===== config.mk =====
export PLATFORM = sky130hd
export DESIGN_NAME = onoff_cell_source
export DESIGN_NICKNAME = d
export VERILOG_FILES = /design/src/rtl/onoff_src_pkg.sv /design/src/rtl/onoff_gen.sv /design/src/rtl/onoff_state.sv /design/src/rtl/onoff_frame.sv /design/src/rtl/onoff_cell_source.sv
export SDC_FILE = /design/constraint.sdc
export NUM_CORES = 1
export LEC_CHECK = 0
export ABC_AREA = 1
export BUFFER_PORTS_ARGS = -buffer_cell sky130_fd_sc_hd__clkbuf_2
export CORE_ASPECT_RATIO = 0.5
export CORE_UTILIZATION = 30
export DETAILED_ROUTE_END_ITERATION = 10
export SLEW_MARGIN = 20
export SYNTH_ARGS = -nofsm -noshare
export SYNTH_HDL_FRONTEND = slang
export SYNTH_SLANG_ARGS = --single-unit

===== constraint.sdc =====
create_clock -name clk -period 1.7 [get_ports clk]
set_clock_uncertainty 0.05 [all_clocks]
set_input_delay 0 -clock clk [delete_from_list [all_inputs] [get_ports clk]]
set_output_delay 0 -clock clk [all_outputs]
set_load 0.005 [all_outputs]

===== src/rtl/onoff_src_pkg.sv =====
package onoff_src_pkg;
  localparam int GEN_W = 16;
  localparam logic [GEN_W-1:0] SEED_SUBST = 16'hACE1;

  typedef enum logic {ST_IDLE = 1'b0, ST_ACT = 1'b1} src_state_e;

  // One step of the maximal-length shift register
  function automatic logic [GEN_W-1:0] gen_step(input logic [GEN_W-1:0] v);
    return {v[GEN_W-2:0], v[15] ^ v[13] ^ v[12] ^ v[10]};
  endfunction
endpackage


===== src/rtl/onoff_gen.sv =====
module onoff_gen
  import onoff_src_pkg::*;
(
  input  logic             clk,
  input  logic             rst,
  input  logic             adv,
  input  logic [GEN_W-1:0] seed,
  output logic [GEN_W-1:0] gen_q
);
  always_ff @(posedge clk) begin
    if (rst)      gen_q <= (seed == '0) ? SEED_SUBST : seed;
    else if (adv) gen_q <= gen_step(gen_q);
  end

  // the register never reaches zero
  a_r10_nonzero: assert property (@(posedge clk) disable iff (rst) gen_q != '0);
  // no advance without a slot
  a_r2_hold: assert property (@(posedge clk) disable iff (rst) !adv |=> $stable(gen_q));
endmodule


===== src/rtl/onoff_state.sv =====
module onoff_state
  import onoff_src_pkg::*;
(
  input  logic             clk,
  input  logic             rst,
  input  logic             slot,
  input  logic [GEN_W-1:0] sample,
  input  logic [GEN_W-1:0] wake_thr,
  input  logic [GEN_W-1:0] quit_thr,
  output src_state_e       st,
  output logic             flip
);
  always_comb begin
    if (st == ST_ACT) flip = (sample < quit_thr);
    else              flip = (sample < wake_thr);
  end

  always_ff @(posedge clk) begin
    if (rst)                st <= ST_IDLE;
    else if (slot && flip)  st <= (st == ST_ACT) ? ST_IDLE : ST_ACT;
  end

  // zero exit threshold keeps an active source active
  a_r9_stay_active: assert property (@(posedge clk) disable iff (rst)
    (slot && st == ST_ACT && quit_thr == '0) |=> st == ST_ACT);
  // zero wake threshold keeps an idle source idle
  a_r9_stay_idle: assert property (@(posedge clk) disable iff (rst)
    (slot && st == ST_IDLE && wake_thr == '0) |=> st == ST_IDLE);
  // state moves only on a slot
  a_r3_no_move: assert property (@(posedge clk) disable iff (rst) !slot |=> $stable(st));
endmodule


===== src/rtl/onoff_frame.sv =====
module onoff_frame
  import onoff_src_pkg::*;
#(
  parameter int PORT_W = 4
) (
  input  logic              clk,
  input  logic              rst,
  input  logic              slot,
  input  src_state_e        st,
  input  logic              flip,
  input  logic [PORT_W-1:0] pick,
  output logic              vld,
  output logic              sob,
  output logic              eob,
  output logic [PORT_W-1:0] dest
);
  logic act;
  assign act = (st == ST_ACT);

  always_ff @(posedge clk) begin
    if (rst) begin
      vld  <= 1'b0;
      sob  <= 1'b0;
      eob  <= 1'b0;
      dest <= '0;
    end else if (slot) begin
      vld <= act;
      sob <= act && !vld;
      eob <= act && flip;
      if (!act && flip) dest <= pick;
    end
  end

  // reset clears the framing outputs
  a_r1_reset: assert property (@(posedge clk) rst |=> (!vld && !sob && !eob && dest == '0));
  // outputs frozen between slots
  a_r5_hold: assert property (@(posedge clk) disable iff (rst)
    !slot |=> ($stable(vld) && $stable(sob) && $stable(eob) && $stable(dest)));
  // a start marker rides on a cell
  a_r6_sob_cell: assert property (@(posedge clk) disable iff (rst) sob |-> vld);
  // an end marker rides on a cell
  a_r7_eob_cell: assert property (@(posedge clk) disable iff (rst) eob |-> vld);
  // destination never moves while cells flow
  a_r8_dest_fixed: assert property (@(posedge clk) disable iff (rst) vld |-> $stable(dest));
endmodule


===== src/rtl/onoff_cell_source.sv =====
module onoff_cell_source
  import onoff_src_pkg::*;
#(
  parameter int PORT_W = 4
) (
  input  logic              clk,
  input  logic              rst,
  input  logic              slot_i,
  input  logic [15:0]       seed_i,
  input  logic [15:0]       wake_thr_i,
  input  logic [15:0]       quit_thr_i,
  output logic              cell_vld_o,
  output logic [PORT_W-1:0] cell_dest_o,
  output logic              burst_sob_o,
  output logic              burst_eob_o
);
  logic [GEN_W-1:0] sample;
  src_state_e       st;
  logic             flip;

  onoff_gen u_gen (
    .clk   (clk),
    .rst   (rst),
    .adv   (slot_i),
    .seed  (seed_i),
    .gen_q (sample)
  );

  onoff_state u_state (
    .clk      (clk),
    .rst      (rst),
    .slot     (slot_i),
    .sample   (sample),
    .wake_thr (wake_thr_i),
    .quit_thr (quit_thr_i),
    .st       (st),
    .flip     (flip)
  );

  onoff_frame #(.PORT_W(PORT_W)) u_frame (
    .clk  (clk),
    .rst  (rst),
    .slot (slot_i),
    .st   (st),
    .flip (flip),
    .pick (sample[PORT_W-1:0]),
    .vld  (cell_vld_o),
    .sob  (burst_sob_o),
    .eob  (burst_eob_o),
    .dest (cell_dest_o)
  );
endmodule


==> summary.txt, run 1 <==
Status
  • Run status: finished, violations left
  • Violated checks: negative hold slack, negative setup slack

Clock tree
  • H-Tree Level Count: 1
  • Longest Clk Path Bufs: 2
  • Clock latency of the later-clocked register in the worst-skew pair: between 200 and 300 ps
  • Clock tree from TritonCTS: built
  • CTS Root Buffer Type: clkbuf_16
  • Clock Sinks: 24
  • Inserted Clock Buffers: 3
  • Clock-pin slew reported for the worst setup and hold paths after clock tree synthesis: 60 ps

Power and ir drop
  • Ratio of total power to cell area: 754 nW/um2
  • Max VDD drop: ~0.00033 V
  • Pleak: ~1.3 nW

Worst setup path
  • Reg-to-Reg Start: u_gen.gen_q[13]$_DFFE_PP_
  • Cell breakdown of the critical path: ha_4, nand2_1, nor4_4, nand2_1, nand2_1, nand2_1, a21oi_2
  • Capturing element type of the critical path: flop
  • Data required time at the worst endpoint: 1840 ps
  • Most common cell on crit path: nand2_1
  • CP Launch Type: flop
  • Cell type of the slowest stage on the worst timing path: edfxtp_1
  • Endpoint of the worst setup timing path: u_state.st$_SDFFE_PP0P_
  • Logic depth of the worst register-to-register path: 7
  • Critical path peak fanout: 3
  • Slack of the worst reg-to-reg path: -50 ps
  • CP max stage delay: 510 ps
  • Launch point of the worst path: u_gen.gen_q[13]$_DFFE_PP_
  • Critical path arrival: 1880 ps
  • Critical path start-end classification: flop to flop
  • Reg-to-reg endpoint: u_state.st$_SDFFE_PP0P_

Yosys
  • Post-synthesis cell area: between 1500 and 2000 um2
  • Warning count from the yosys run: 0
  • Synth unique cells: 33
  • Average cell area after synthesis: 7.93 um2
  • Flip-flop and latch count after synthesis: 24
  • Cell count after synthesis: roughly 230
  • Sequential share of the synthesized area: around a third
  • Synthesized Nets: 315

Timing
  • Achievable clock frequency: around 570 MHz
  • Tightest slew margin relative to the limit: between 60% and 70%
  • Worst-margin pin slew: between 500 and 600 ps
  • Worst-case hold slack: -2.73 ps
  • Final setup violation count: 5
  • Final critical-path share of the clock period: 103%
  • Minimum clock period: between 1500 and 2000 ps
  • Final worst setup slack: -49.4 ps
  • RSZ-0062 raised after global routing: true
  • Setup total negative slack: -86.4 ps
  • Pins over their slew limit: 0
  • Final Hold Violating Endpoints: 3

Place
  • Estimated wirelength of the detail-placed design: ~3.6 mm
  • GPL Wtd Cong: ~0.80
  • Setup Slack @ Placement: -122 ps
  • Number of I/O port buffers: 57

Route
  • Aggregate routed wire length: 4.56 mm
  • Routed wirelength normalized by instance count: approximately 12 um
  • Via count: approximately 1700
  • Vias per cell: 4.43
  • Router iterations before antenna repair: 6
  • Antenna-violating nets left: 0
  • Drc violations: 0
  • First DRT Iteration DRCs: just under 50

Die
  • Horizontal die dimension: between 100 and 150 um
  • Total core area: roughly 5700 um2
  • Top-Level Pins: 58
  • Overall die area: approximately 6500 um2
  • Die span in y: just under 60 um
  • Effective utilization at floorplan: roughly a third
  • Standard-cell rows: 19

Cells and area
  • Antenna cells: 0
  • Synth-to-layout area growth: 35.6%
  • Number of nets in the layout: just under 400
  • Share of layout cells above drive strength 1: a little under a third

Global route
  • First-pass GRT wire length: approximately 7.7 mm
  • Total routing usage reported by global routing: between 10% and 20%
  • Via count of the first global-routing pass: 1724
  • Number of antenna violations at the first check in global routing: 0
  • Grt ovf: 0
  • Largest net degree at the start of global routing: 27

Run
  • Max Cap Violations: 0

Worst hold path
  • Worst hold path type: input pin to flop
  • Number of instances on the worst hold path: 3
-- synthesized netlist by cell type --
library cell	number	area share (%)
a211oi_1	1	0.40
a21o_1	1	0.40
a21oi_1	13	3.5
a21oi_2	1	0.47
a31oi_1	1	0.34
buf_2	1	0.27
buf_6	1	0.61
clkbuf_1	1	0.20
clkinv_1	1	0.20
clkinv_2	1	0.27
dfxtp_1	8	8.6
edfxtp_1	16	26
ha_1	30	20
inv_1	41	8.3
inv_2	6	1.2
nand2_1	58	12
nand2_2	2	0.67
nand2_4	1	0.61
nand3_1	5	1.3
nand4_1	2	0.67
nor2_1	13	2.6
nor3_1	3	0.81
nor3_2	2	1.1
nor4_1	2	0.67
o21a_1	1	0.40
o21ai_0	5	1.3
o21ai_1	2	0.54
o21bai_1	1	0.40
o22a_1	7	3.3
o22ai_1	2	0.67
o32ai_1	1	0.47
or2_1	1	0.34
xnor2_1	3	1.4
-- where the power goes --
| group | internal, mW | switching [mW] | leakage [nW] |
|---|---|---|---|
| clock | 0.409 | 0.206 | 0.0493 |
| sequential | 0.695 | 0.0545 | 0.229 |
| combinational | 0.255 | 0.280 | 1.05 |
| total | 1.36 | 0.540 | 1.32 |
-- sequential cells by signal, indices dropped and copies added (netlist names) --
name / count
u_gen.gen_q: 16
u_frame.dest: 4
u_frame.eob: 1
u_frame.sob: 1
u_frame.vld: 1
u_state.st: 1
-- routing by layer --
metal	vias up	wire (um)	track usage, %
met5	-	0	0
met4	0	50	4.70
met2	25	2080	26.2
met3	6	108	1.99
li1	911	-	-
met1	775	2320	20.1
-- stage by stage --
step           utilization (%)  power [mW]  std cells  cell area (um2)
3_3_place_gp              39.1        1.21        374             2240
5_1_grt                   43.9        2.02        388             2520
2_1_floorplan                -        1.06        234             1860
3_5_place_dp              39.1        1.23        374             2240
6_report                  43.9        1.90        388             2520
4_1_cts                   42.5        1.88        386             2440
-- worst max-delay path, delay by kind of cell, from the launching register on --
kind	cells	cell delay, ps
and+or+nand+nor	5	680
DFF	1	510
adders and majority gates	1	320
AOI/OAI and AO/OA	1	120
-- how the worst min path moves through the flow --
stage	to	from	slack, ps
6_report	u_gen.gen_q[3]$_DFFE_PP_	seed_i[3]	-3
5_1_grt	u_gen.gen_q[0]$_DFFE_PP_	seed_i[0]	10
4_1_cts	u_gen.gen_q[0]$_DFFE_PP_	seed_i[0]	1
3_5_place_dp	u_gen.gen_q[8]$_DFFE_PP_	seed_i[8]	250
3_3_place_gp	u_gen.gen_q[8]$_DFFE_PP_	seed_i[8]	240
2_1_floorplan	u_gen.gen_q[12]$_DFFE_PP_	seed_i[12]	130
-- cell type report --
| type | instances | area, um2 |
|---|---|---|
| Clock buffer | 4 | 100 |
| Fill cell | 563 | 3210 |
| Inverter | 49 | 185 |
| Multi-Input combinational cell | 158 | 1100 |
| Sequential cell | 24 | 641 |
| Tap cell | 84 | 105 |
| Timing Repair Buffer | 69 | 389 |
-- cells by family after synthesis --
logic type                 Yosys count  synth area share, %
DFF                                 24                 34.5
buffers and inverters               52                 11.1
and+or+nand+nor                     89                 20.6
AOI/OAI and AO/OA                   36                 12.3
xor gates and xnor gates             3                 1.42
adders and majority gates           30                 20.2
-- repair_timing --
| item | CTS | global route |
|---|---|---|
| buffers inserted | 4 | 2 |
| resized for setup | 5 | 8 |
| pin swaps | 1 | 1 |
| endpoints found under the hold margin | 4 | 0 |
| setup endpoints to repair | 5 | 6 |
| hold buffers | 4 | 0 |
-- layout by cell type (no fill, tap or decap), drive strengths merged --
cell type,netlist,routed
clkbuf,1,61
nand2,61,61
inv,47,47
ha,30,30
edfxtp,16,16
a21oi,14,14
nor2,13,13
dfxtp,8,8
buf,2,8
o22a,7,7
o21ai,7,7
nand3,5,5
nor3,5,5
dlygate4sd3,0,4
xnor2,3,3
o22ai,2,2
nand4,2,2
clkinv,2,2
nor4,2,2
or2,1,1
o32ai,1,1
a211oi,1,1
o21bai,1,1
o21a,1,1
a21o,1,1
a31oi,1,1
Note: power is estimated with default switching activity, not from simulation.
==> inputs of run 2 (changes only) <==
- ABC_AREA: 1 -> not set
- CORE_UTILIZATION: 30 -> 51
- PLACE_DENSITY: not set -> 0.8
==> summary.txt, run 2 <==
Worst setup path
  • Kind of cell with the highest combined delay on the critical path: compound AO/OA/AOI/OAI gates
  • CP Launch Type: flop
  • Critical path buffer and inverter count: 0
  • Critical path arrival: 2090 ps
  • Cell type of the slowest stage on the worst timing path: edfxtp_1
  • Most common cell on crit path: a21o_1
  • Cell breakdown of the critical path: ha_4, a21o_1, a21o_1, a2111oi_4, o211ai_4, mux2i_1
  • CP max stage delay: ~460 ps
  • Data required time at the worst endpoint: ~1800 ps
  • Critical path start-end classification: flop to flop
  • Critical path peak fanout: 5
  • Capturing element type of the critical path: flop

Yosys
  • Most frequently used flop master after synthesis: edfxtp_1
  • Cell with the most instances after synthesis: inv_1
  • Synth top area cells: edfxtp_1, ha_1, dfxtp_1
  • Post-synthesis cell area: 1770 um2
  • Number of flops mapped to enable cells by yosys: 16
  • Share of the synthesized area in the top cell type: around 27%
  • Flip-flop and latch count after synthesis: 24
  • Commonest cells in the netlist: inv_1, ha_1, nand2_1
  • Cell count after synthesis: 190
  • Fraction of registers with async set or reset after synthesis: 0%
  • Sequential share of the synthesized area: 36.2%
  • Warning count from the yosys run: 0
  • Synth unique cells: 28
  • Average cell area after synthesis: around 9.3 um2
  • Synth area leader: edfxtp_1
  • Synthesized Nets: ~270

Worst hold path
  • Worst hold path type: input pin to flop

Place
  • Number of I/O port buffers: 57
  • Estimated wirelength of the detail-placed design: ~3.6 mm
  • Post-place instance area: around 2200 um2
  • GPL Wtd Cong: roughly 0.84
  • Setup Slack @ Placement: -278 ps
  • Placed cell count: a little under 300

Global route
  • Total routing usage reported by global routing: 28.8%
  • Via count of the first global-routing pass: between 1500 and 2000
  • Number of antenna violations at the first check in global routing: 0
  • Grt ovf: 0
  • First-pass GRT wire length: about 8 mm
  • Largest net degree at the start of global routing: 16

Cells and area
  • Most frequent cells in the layout: clkbuf_2, inv_1, ha_1, nand2_1, edfxtp_1
  • Most frequent standard cell in the layout excluding fill and tap cells: clkbuf_2
  • Antenna cells: 0
  • Finished Core Util: 76.0%
  • Top flop regs: u_gen.gen_q x16, u_frame.dest x4
  • Number of nets in the layout: ~350
  • Final std cells w/o fill: slightly above 300
  • Synth-to-layout area growth: 35.4%
  • Final instance area: 2400 um2
  • Share of layout cells above drive strength 1: about a third
  • Top reg by flops: u_gen.gen_q
  • Number of flip-flops under the largest register name: 16

Die
  • Horizontal die dimension: 85.3 um
  • Overall die area: approximately 3700 um2
  • Top-Level Pins: 58
  • Effective utilization at floorplan: around 56%
  • Standard-cell rows: 14
  • Die span in y: between 40 and 50 um
  • Total core area: ~3200 um2

Status
  • Violated checks: negative setup slack
  • Run status: finished, violations left

Route
  • Drc violations: 0
  • Vias per cell: approximately 5.6
  • First DRT Iteration DRCs: 128
  • Routed wirelength normalized by instance count: 16.3 um
  • Aggregate routed wire length: approximately 5.0 mm
  • Router iterations before antenna repair: 4
  • Antenna-violating nets left: 0
  • Via count: ~1700

Clock tree
  • Clock Sinks: 24
  • Clock-pin slew reported for the worst setup and hold paths after clock tree synthesis: 100 ps
  • Inserted Clock Buffers: 3
  • Clock latency of the later-clocked register in the worst-skew pair: about 280 ps
  • H-Tree Level Count: 1
  • Clock tree from TritonCTS: built
  • Longest Clk Path Bufs: 2
  • CTS Root Buffer Type: clkbuf_8

Timing
  • Final worst setup slack: -278 ps
  • Achievable clock frequency: around 510 MHz
  • Worst-margin pin slew: about 520 ps
  • Tightest slew margin relative to the limit: 65.3%
  • Pins over their slew limit: 0
  • Minimum clock period: 1980 ps
  • Setup total negative slack: -1540 ps
  • Final critical-path share of the clock period: 116%
  • RSZ-0062 raised after global routing: true
  • Final setup violation count: 6
  • Worst-case hold slack: roughly 7.4 ps
  • Final Hold Violating Endpoints: 0

Power and ir drop
  • Power consumption: about 1.8 mW
  • Max VDD drop: around 0.00045 V
  • Pleak: 1.28 nW
  • Ratio of total power to cell area: between 700 and 800 nW/um2

Run
  • Max Cap Violations: 0
run 2: changes by cell type after synthesis, moves of 3 or more:
cell / delta
inv_2: -6
nand2_1: -36
o21ai_0: +6
clkbuf_1: +3
nor2_1: -4
mux2_2: +4
a21o_1: +3
nand3_1: -5
mux2i_1: +4
inv_1: -6
run 2: worst paths after layout:
check                                     from  cells after the start                            to  slack [ps]
setup / recovery     u_gen.gen_q[13]$_DFFE_PP_                      6  u_frame.dest[3]$_SDFFE_PP0P_        -280
hold / removal                       seed_i[8]                      2      u_gen.gen_q[8]$_DFFE_PP_           7
setup reg to reg     u_gen.gen_q[13]$_DFFE_PP_                      6  u_frame.dest[3]$_SDFFE_PP0P_        -280
hold reg to reg   u_frame.dest[1]$_SDFFE_PP0P_                      2  u_frame.dest[1]$_SDFFE_PP0P_         420
run 2: layer usage:
metal  global-route usage, %  vias up  wire (um)  part of all wire (%)
li1                        -      825          -                     -
met4                    13.0        0        165                   3.3
met1                    32.7      781       2060                    41
met3                    8.57       22        443                   8.8
met5                       0        -          0                     0
met2                    51.8       98       2360                    47
run 2: where the power goes:
part | switching (mW) | internal, mW
clock | 0.209 | 0.257
sequential | 0.0478 | 0.693
combinational | 0.274 | 0.272
run 2: repair_timing:
| item | 4_1_cts | 5_1_grt |
|---|---|---|
| endpoints found under the setup margin | 6 | 14 |
| endpoints found under the hold margin | 8 | 0 |
| hold buffers | 8 | 0 |
| gates resized for setup | 6 | 2 |
| cloned | 0 | 0 |
| pin swaps | 5 | 9 |
| setup buffers | 2 | 1 |
run 2: cells by family (layout without fill, tap and decap cells):
group	after synthesis	in the layout	share of synthesized area, %
simple gates	44	44	11.5
compound gates	42	42	16.5
buf+inv	39	118	8.27
fa+ha+maj	30	30	21.2
flops	24	24	36.2
mux	8	8	4.81
xor+xnor	3	3	1.49
run 2: layout make-up:
| class | count | area, um2 |
|---|---|---|
| Clock buffer | 4 | 66.3 |
| Fill cell | 223 | 757 |
| Inverter | 35 | 131 |
| Multi-Input combinational cell | 127 | 1020 |
| Sequential cell | 24 | 641 |
| Tap cell | 40 | 50.0 |
| Timing Repair Buffer | 79 | 483 |
